### src/rtl/irq_agg_pkg.sv
// Package irq_agg_pkg
// Shared register-select encoding and helper functions for the interrupt
// mask aggregator. Assumes data words are at most 32 bits.
package irq_agg_pkg;

    localparam int SEL_W = 3;

    // Register select codes; the numbering is the software-visible address map.
    typedef enum logic [SEL_W-1:0] {
        SEL_STATUS = 3'd0,
        SEL_EN_SET = 3'd1,
        SEL_EN_CLR = 3'd2,
        SEL_WK_SET = 3'd3,
        SEL_WK_CLR = 3'd4
    } reg_sel_e;

    // Returns a 32-bit word with the lowest n bits set.
    function automatic logic [31:0] low_ones(input int n);
        logic [31:0] m;
        m = '0;
        for (int i = 0; i < 32; i++) begin
            if (i < n) m[i] = 1'b1;
        end
        return m;
    endfunction

endpackage

### src/rtl/irq_req_capture.sv
// Module irq_req_capture
// Samples per-channel request levels into the status register. Channels at
// or above CH_COUNT are forced to zero. Exposes the next-state value so the
// output stage can update in the same cycle as the status register.
// Assumes CH_COUNT <= NUM_CH.
module irq_req_capture #(
    parameter int NUM_CH   = 16,
    parameter int CH_COUNT = 16
) (
    input  logic              clk,
    input  logic              rst_n,
    input  logic [NUM_CH-1:0] req_i,
    output logic [NUM_CH-1:0] stat_d_o,
    output logic [NUM_CH-1:0] stat_q_o
);
    import irq_agg_pkg::*;

    localparam logic [31:0]       VALID_W    = low_ones(CH_COUNT);
    localparam logic [NUM_CH-1:0] VALID_MASK = VALID_W[NUM_CH-1:0];

    // One gate per channel: live channels pass, unused ones are tied off.
    genvar g;
    generate
        for (g = 0; g < NUM_CH; g++) begin : g_ch
            if (VALID_MASK[g]) begin : g_live
                assign stat_d_o[g] = req_i[g];
            end else begin : g_dead
                logic unused_req;
                assign unused_req  = req_i[g];
                assign stat_d_o[g] = 1'b0;
            end
        end
    endgenerate

    // Status register: follows the gated request levels.
    always_ff @(posedge clk) begin
        if (!rst_n) stat_q_o <= '0;
        else        stat_q_o <= stat_d_o;
    end

endmodule

### src/rtl/irq_mask_reg.sv
// Module irq_mask_reg
// A mask register written only through set and clear bit vectors. Where a
// set and a clear hit the same bit in one cycle, the clear wins. Exposes the
// next-state value for single-cycle output evaluation.
module irq_mask_reg #(
    parameter int W = 16
) (
    input  logic         clk,
    input  logic         rst_n,
    input  logic [W-1:0] set_bits_i,
    input  logic [W-1:0] clr_bits_i,
    output logic [W-1:0] mask_d_o,
    output logic [W-1:0] mask_q_o
);

    // Next state: OR in the set bits, then remove the clear bits (clear priority).
    always_comb begin
        mask_d_o = (mask_q_o | set_bits_i) & ~clr_bits_i;
    end

    // Mask storage.
    always_ff @(posedge clk) begin
        if (!rst_n) mask_q_o <= '0;
        else        mask_q_o <= mask_d_o;
    end

endmodule

### src/rtl/irq_line_gen.sv
// Module irq_line_gen
// Registers the aggregated interrupt level from the next-state status and
// enable vectors, so the line changes on the same edge as those registers.
module irq_line_gen #(
    parameter int NUM_CH = 16
) (
    input  logic              clk,
    input  logic              rst_n,
    input  logic [NUM_CH-1:0] stat_d_i,
    input  logic [NUM_CH-1:0] en_d_i,
    output logic              irq_o
);

    // Output flop: high when any enabled channel is requesting.
    always_ff @(posedge clk) begin
        if (!rst_n) irq_o <= 1'b0;
        else        irq_o <= |(stat_d_i & en_d_i);
    end

endmodule

### src/rtl/irq_mask_agg.sv
// Module irq_mask_agg (top)
// Merges per-channel level requests into one registered interrupt line
// under an enable mask. Also holds a wake-enable mask that only software
// sees. Register port: combinational read, one write per strobe cycle.
// Assumes 1 <= CH_COUNT <= NUM_CH <= DATA_W = 32.
module irq_mask_agg #(
    parameter int NUM_CH   = 16,
    parameter int CH_COUNT = NUM_CH,
    parameter int DATA_W   = 32
) (
    input  logic              clk,
    input  logic              rst_n,
    input  logic [NUM_CH-1:0] req_i,
    input  logic [2:0]        sel_i,
    input  logic [DATA_W-1:0] wdata_i,
    input  logic              wr_i,
    output logic [DATA_W-1:0] rdata_o,
    output logic              irq_o
);
    import irq_agg_pkg::*;

    logic [NUM_CH-1:0] stat_d, stat_q;
    logic [NUM_CH-1:0] en_d, en_q, wake_d, wake_q;
    logic [NUM_CH-1:0] en_set, en_clr, wake_set, wake_clr;
    logic [NUM_CH-1:0] wbits;

    assign wbits = wdata_i[NUM_CH-1:0];

    // Data bits above the channel count carry no meaning.
    generate
        if (DATA_W > NUM_CH) begin : g_wide
            logic unused_wdata;
            assign unused_wdata = ^wdata_i[DATA_W-1:NUM_CH];
        end
    endgenerate

    // Write decode: turn one strobed address into set/clear vectors.
    always_comb begin
        en_set   = '0;
        en_clr   = '0;
        wake_set = '0;
        wake_clr = '0;
        if (wr_i) begin
            case (sel_i)
                SEL_EN_SET: en_set   = wbits;
                SEL_EN_CLR: en_clr   = wbits;
                SEL_WK_SET: wake_set = wbits;
                SEL_WK_CLR: wake_clr = wbits;
                default:    ;
            endcase
        end
    end

    irq_req_capture #(.NUM_CH(NUM_CH), .CH_COUNT(CH_COUNT)) u_status (
        .clk      (clk),
        .rst_n    (rst_n),
        .req_i    (req_i),
        .stat_d_o (stat_d),
        .stat_q_o (stat_q)
    );

    irq_mask_reg #(.W(NUM_CH)) u_enable (
        .clk        (clk),
        .rst_n      (rst_n),
        .set_bits_i (en_set),
        .clr_bits_i (en_clr),
        .mask_d_o   (en_d),
        .mask_q_o   (en_q)
    );

    irq_mask_reg #(.W(NUM_CH)) u_wake (
        .clk        (clk),
        .rst_n      (rst_n),
        .set_bits_i (wake_set),
        .clr_bits_i (wake_clr),
        .mask_d_o   (wake_d),
        .mask_q_o   (wake_q)
    );

    logic unused_wake_d;
    assign unused_wake_d = ^wake_d;

    irq_line_gen #(.NUM_CH(NUM_CH)) u_line (
        .clk      (clk),
        .rst_n    (rst_n),
        .stat_d_i (stat_d),
        .en_d_i   (en_d),
        .irq_o    (irq_o)
    );

    // Zero-extended copies of the stored words for the read mux.
    logic [DATA_W-1:0] stat_w, en_w, wake_w;
    always_comb begin
        stat_w = '0;
        en_w   = '0;
        wake_w = '0;
        stat_w[NUM_CH-1:0] = stat_q;
        en_w[NUM_CH-1:0]   = en_q;
        wake_w[NUM_CH-1:0] = wake_q;
    end

    // Read mux: clear addresses return the inverted mask.
    always_comb begin
        case (sel_i)
            SEL_STATUS: rdata_o = stat_w;
            SEL_EN_SET: rdata_o = en_w;
            SEL_EN_CLR: rdata_o = ~en_w;
            SEL_WK_SET: rdata_o = wake_w;
            SEL_WK_CLR: rdata_o = ~wake_w;
            default:    rdata_o = '0;
        endcase
    end

endmodule

### config.mk
export PLATFORM = sky130hd
export DESIGN_NAME = irq_mask_agg
export DESIGN_NICKNAME = d
export VERILOG_FILES = /design/src/rtl/irq_agg_pkg.sv /design/src/rtl/irq_req_capture.sv /design/src/rtl/irq_mask_reg.sv /design/src/rtl/irq_line_gen.sv /design/src/rtl/irq_mask_agg.sv
export SDC_FILE = /design/constraint.sdc
export NUM_CORES = 1
export LEC_CHECK = 0
export ABC_AREA = 1
export BUFFER_PORTS_ARGS = -buffer_cell sky130_fd_sc_hd__buf_2
export CORE_MARGIN = 2
export CORE_UTILIZATION = 25
export CTS_CLUSTER_DIAMETER = 100
export DETAILED_ROUTE_END_ITERATION = 16
export GPL_ROUTABILITY_DRIVEN = 0
export MAX_ROUTING_LAYER = met4
export PLACE_DENSITY = 0.43
export RECOVER_POWER = 50
export SLEW_MARGIN = 20
export SYNTH_ARGS = -nofsm -noshare
export SYNTH_HDL_FRONTEND = slang
export SYNTH_SLANG_ARGS = --single-unit
### constraint.sdc
create_clock -name clk -period 1.1 [get_ports clk]
set_input_delay 0.055 -clock clk [delete_from_list [all_inputs] [get_ports clk]]
set_output_delay 0.055 -clock clk [all_outputs]
set_load 0.1 [all_outputs]
# After elaboration in Yosys (flattened, before gate mapping)
# Cells that the tools add are included.
# totals
elab_cells,28
output_inout_bits,33
inputBits,54
ff_bits,49
# op_classes
reduce_logical,2
muxes,9
eq_ne,4
n_bitwise,9
# op_table
op,n
$pmux 32 s5,1
$mux 16,8
$not 16->32,2
$and 16x16->16,3
$not 16->16,2
$or 16x16->16,2
$reduce_or 16->1,1
$eq 3x2->1 const B,2
$eq 3x1->1 const B,1
$eq 3x3->1 const B,1
$logic_not 3->1,1

# Logic depth before layout (Yosys ltp)
# depth
word_depth,7
depth_mapped,12
mapped_depth_nobuf,10

# By module
# Synthesis repeated with hierarchy kept, for this count alone.
# unflattened
hier_cells,522
hier_area_um2,3251.9
# by_module_without_submodules
module,seq_area_each_um2,instances,cells_each,area_per_inst_um2
irq_mask_agg,0.0,1,290,1320.0
irq_mask_reg,320.3,2,66,591.8
irq_req_capture,320.3,1,66,604.3
irq_line_gen,20.0,1,34,143.9

# Worst setup path before layout
# No wires, ideal clock.
# synth_path
path_kind,input port to output port
startpoint,input port sel_i[0]
endpoint,output port rdata_o[17]
cell_stages,4
path_slack_ns,-1.762
t_required_ns,1.045
n_path_buf,1
arrival_time_ns,2.807
path_cell_list,nor2_1 > inv_1 > a21oi_1 > buf_4
# synth_between
elab_chain_len,2
word_cells_on_any_way,6
cone_classes,4 x eq/ne; 1 x mux; 1 x reduce/logical
# synth_lines
element,line,text
start: declaration,irq_mask_agg.sv:14,"input logic [2:0] sel_i,"
"$eq 3x3->1, or another cell as far along",irq_mask_agg.sv:104,case (sel_i)
$pmux 32 s5 *,irq_mask_agg.sv:104,
end: declaration,irq_mask_agg.sv:17,"output logic [DATA_W-1:0] rdata_o,"
# Every way passes the cells marked *; elsewhere a longest branch is shown, timed or not.

# Worst setup path after layout
# layout_path
startpoint,register u_enable.mask_q_o[7]
endpoint,output port rdata_o[7]
# layout_between
elab_chain_len,2
# layout_lines
element,line,text
start: declaration,irq_mask_reg.sv:13,output logic [W-1:0] mask_q_o
start signal: assignment,irq_mask_reg.sv:24,else mask_q_o <= mask_d_o;
$not 16->32,irq_mask_agg.sv:107,SEL_EN_CLR: rdata_o = ~en_w;
$pmux 32 s5 *,irq_mask_agg.sv:104,
# Marks and branches as above.

==> flow_summary.json <==
{
  "result_of_the_run": "finished, violations left",
  "rr_endpoint": "u_line.irq_o",
  "cp.required_ps": 1040,
  "cts_tree": "built",
  "initial_core_util": 0.256,
  "worst_setup_path_start_kind": "register",
  "placedInstanceArea_sq_um": 3980,
  "synth_top_area_cell": "sky130_fd_sc_hd__dfxtp_1",
  "reg2reg_slack_ps": -10,
  "critical_path.max_fanout": 3,
  "number_of_setup_violations_in_the_final_report": 25,
  "grt_pass1_wl_microns": 15100,
  "clk_path_buf_depth": 2,
  "slew_violations": 0,
  "area_growth_pct": 77.1,
  "r2r.worst_path.cells": 9,
  "syn_nets": 471,
  "min_path_type": "in2reg",
  "timing_hold_violations_final": 0,
  "fin_nets": 572,
  "layout-drive-gt1-share": 0.410,
  "die_height_microns": 106,
  "power.static_leakage_nw": 2.18,
  "rows": 37,
  "cts_buffers": 5,
  "routed-via-count": 2953,
  "die-area_sq_um": 11300,
  "tritoncts_num_sinks": 49,
  "clock_tree.htree_level_count": 2,
  "synth_top_cell_area_share": 0.375,
  "first_pass_iters": 4,
  "cts.clk_slew.worst_paths_ps": 90,
  "finalWorstPathRequiredPeriod_ps": 1270,
  "via_per_inst": 4.51,
  "first_global_vias": 3001,
  "timing.setup.critical_path_class": "reg2out",
  "drc_errors": 0,
  "num_antenna_cells": 0,
  "max-cap-violations": 0,
  "globalRouteOverflowTotal": 0,
  "wl_per_cell_microns": 14.3,
  "share_of_synthesized_area_occupied_by_flip_flops_and_latches": 0.375,
  "reg2reg_from": "u_enable.mask_q_o[10]",
  "setup_repair_after_global_routing_missed_its_margin": "true",
  "post_synth_main_area_contributors": "sky130_fd_sc_hd__dfxtp_1 37%, sky130_fd_sc_hd__nand2_1 18%, sky130_fd_sc_hd__nand3_1 8.4%, sky130_fd_sc_hd__inv_1 6.9%, sky130_fd_sc_hd__a21oi_1 6.3%",
  "final_area_sq_um": 4630,
  "drt.antenna.violating_nets": 0,
  "io_buffer_count": 70,
  "cellPowerDensity_nw_per_um2": 1160,
  "cp-end-kind": "output port",
  "worst_pin_slew_ps": 413,
  "die_width_microns": 106,
  "insertion_delay_ps": 300,
  "avgSynthCellArea_sq_um": 6.28,
  "timing.slew.headroom": 0.724,
  "hold_depth": 4,
  "failing_checks": "negative setup slack",
  "core_area_sq_um": 10200,
  "hold_end": "u_wake.mask_q_o[14]",
  "crit_path_dat_ps": 1220,
  "synth-warning-count": 0,
  "post_syn_area_sq_um": 2620,
  "io-pin-count": 87,
  "post_synth_num_cell_types": 20,
  "grt_antenna_before_repair": 0,
  "layout_setup_ws_ps": -170,
  "vdd_drop_max_mv": 0.532,
  "postSynthCellCount": 417,
  "fin_crit_sh": 1.15,
  "ys_ff_latch": 49,
  "filler_cell_count": 1050,
  "wl_microns": 9350,
  "worst_clock_skew_ps": 3.20,
  "hpwlAfterDp_microns": 6310,
  "ctsRootBufferMaster": "sky130_fd_sc_hd__clkbuf_8",
  "first_iteration_detailed_routing_drc_count": 150,
  "tns_ps": -2530,
  "hold_path.startpoint": "wdata_i[14]",
  "maximum_operating_frequency_ghz": 0.787,
  "maximum_number_of_pins_on_one_net_before_global_route_repair": 27,
  "groute.usage.overall": 0.175
}
[per-layer routing]
layer	up-vias	global-route usage	wire [microns]
met5	-	-	0
li1	1503	-	-
met1	1375	0.216	4300
met2	62	0.300	4520
met3	13	0.0282	392
met4	0	0.0414	135
[cells in the mapped netlist]
cell type	instances
sky130_fd_sc_hd__nand2_2	1
sky130_fd_sc_hd__inv_1	48
sky130_fd_sc_hd__clkinv_1	1
sky130_fd_sc_hd__nor3_2	1
sky130_fd_sc_hd__nor3_1	1
sky130_fd_sc_hd__nand3_1	44
sky130_fd_sc_hd__buf_1	1
sky130_fd_sc_hd__o2111ai_1	1
sky130_fd_sc_hd__buf_2	6
sky130_fd_sc_hd__o22ai_1	15
sky130_fd_sc_hd__a22oi_1	1
sky130_fd_sc_hd__inv_2	5
sky130_fd_sc_hd__dfxtp_1	49
sky130_fd_sc_hd__a21oi_1	33
sky130_fd_sc_hd__buf_4	16
sky130_fd_sc_hd__buf_6	2
sky130_fd_sc_hd__nand2_1	126
sky130_fd_sc_hd__clkbuf_1	9
sky130_fd_sc_hd__nor2_1	41
sky130_fd_sc_hd__o21ai_0	16
[final cells by class]
class	count	area, sq um	share of cell area
clock inverters	1	30.0	0.00648
repair buffers	128	1470	0.317
multi-input cells	280	1660	0.357
flip-flops and latches	49	1020	0.220
inverters	54	203	0.0437
well taps	136	170	0.0367
clock buffers	7	86.3	0.0186
[repair_timing]
| item | in CTS | in global routing |
|---|---|---|
| endpoints found under the hold margin | 16 | 0 |
| gates cloned | 2 | 0 |
| hold buffers | 16 | 0 |
| setup buffers | 5 | 2 |
| resized for setup | 89 | 18 |
| setup endpoints to repair | 32 | 33 |
| pin swaps | 31 | 19 |
[worst max-delay path by stage]
stage | from | endpoint | depth (start not counted)
2_1_floorplan | sel_i[0] | rdata_o[17] | 4
3_3_place_gp | sel_i[0] | u_line.irq_o | 10
3_5_place_dp | sel_i[1] | u_line.irq_o | 11
4_1_cts | u_enable.mask_q_o[0] | rdata_o[0] | 3
5_1_grt | u_enable.mask_q_o[2] | rdata_o[2] | 5
6_report | u_enable.mask_q_o[7] | rdata_o[7] | 5
[worst max-delay path, stage by stage, from the launching register on]
cell and delay (ps):
sky130_fd_sc_hd__dfxtp_2 330, sky130_fd_sc_hd__inv_2 70, sky130_fd_sc_hd__o22ai_2 70, sky130_fd_sc_hd__a21oi_2 170
sky130_fd_sc_hd__nand3_4 90, sky130_fd_sc_hd__buf_12 170
[layout by cell type, fill, tap and decap left out]
cell | synthesis | layout
sky130_fd_sc_hd__clkbuf_2 | 0 | 1
sky130_fd_sc_hd__nor2_1 | 41 | 36
sky130_fd_sc_hd__nand3_1 | 44 | 26
sky130_fd_sc_hd__o22ai_1 | 15 | 2
sky130_fd_sc_hd__inv_2 | 5 | 20
sky130_fd_sc_hd__nand2_4 | 0 | 1
sky130_fd_sc_hd__nand2_1 | 126 | 123
sky130_fd_sc_hd__dlygate4sd3_1 | 0 | 16
sky130_fd_sc_hd__buf_6 | 2 | 4
sky130_fd_sc_hd__bufinv_16 | 0 | 1
sky130_fd_sc_hd__clkinv_1 | 1 | 1
sky130_fd_sc_hd__buf_4 | 16 | 32
sky130_fd_sc_hd__a22oi_2 | 0 | 1
sky130_fd_sc_hd__a21oi_4 | 0 | 1
sky130_fd_sc_hd__clkbuf_8 | 0 | 6
sky130_fd_sc_hd__nand2_2 | 1 | 3
sky130_fd_sc_hd__nand3_2 | 0 | 3
sky130_fd_sc_hd__buf_8 | 0 | 2
sky130_fd_sc_hd__a21oi_1 | 33 | 17
sky130_fd_sc_hd__nor3_4 | 0 | 2
sky130_fd_sc_hd__nand3_4 | 0 | 15
sky130_fd_sc_hd__clkbuf_16 | 0 | 1
sky130_fd_sc_hd__o2111ai_4 | 0 | 1
sky130_fd_sc_hd__o21ai_0 | 16 | 16
sky130_fd_sc_hd__nor2_2 | 0 | 2
sky130_fd_sc_hd__clkbuf_1 | 9 | 17
sky130_fd_sc_hd__dfxtp_1 | 49 | 19
sky130_fd_sc_hd__a21oi_2 | 0 | 15
sky130_fd_sc_hd__buf_16 | 0 | 7
sky130_fd_sc_hd__o22ai_2 | 0 | 13
sky130_fd_sc_hd__buf_2 | 6 | 17
sky130_fd_sc_hd__clkbuf_4 | 0 | 1
sky130_fd_sc_hd__dfxtp_2 | 0 | 30
sky130_fd_sc_hd__nor2_4 | 0 | 3
sky130_fd_sc_hd__inv_1 | 48 | 33
sky130_fd_sc_hd__buf_12 | 0 | 31
[kinds of logic after synthesis]
logic type | Yosys count | synth area share
simple gates | 214 | 0.332
buf+inv | 88 | 0.158
compound gates | 66 | 0.136
flops | 49 | 0.375
[through the flow]
step	instances	hold WS [ps]	util	total power [mW]	setup slack [ps]
finish	655	112	0.453	5.37	-170
global route	655	129	0.453	5.57	-228
CTS	653	105	0.447	5.41	-180
detailed placement	622	262	0.389	3.86	-298
global placement	622	260	0.389	3.86	-299
floorplan	417	148	-	3.15	-356
[flip-flops by register name (all words and copies together), names as in the netlist]
signal,cells
u_enable.mask_q_o,16
u_line.irq_o,1
u_status.stat_q_o,16
u_wake.mask_q_o,16
[report_power, final]
part / switching [mW] / internal (mW) / total [mW]
combinational: 1.33 / 0.798 / 2.13
clock: 0.626 / 0.743 / 1.37
sequential: 0.0298 / 1.84 / 1.87
total: 1.99 / 3.38 / 5.37
(Power assumes the default switching activity.)
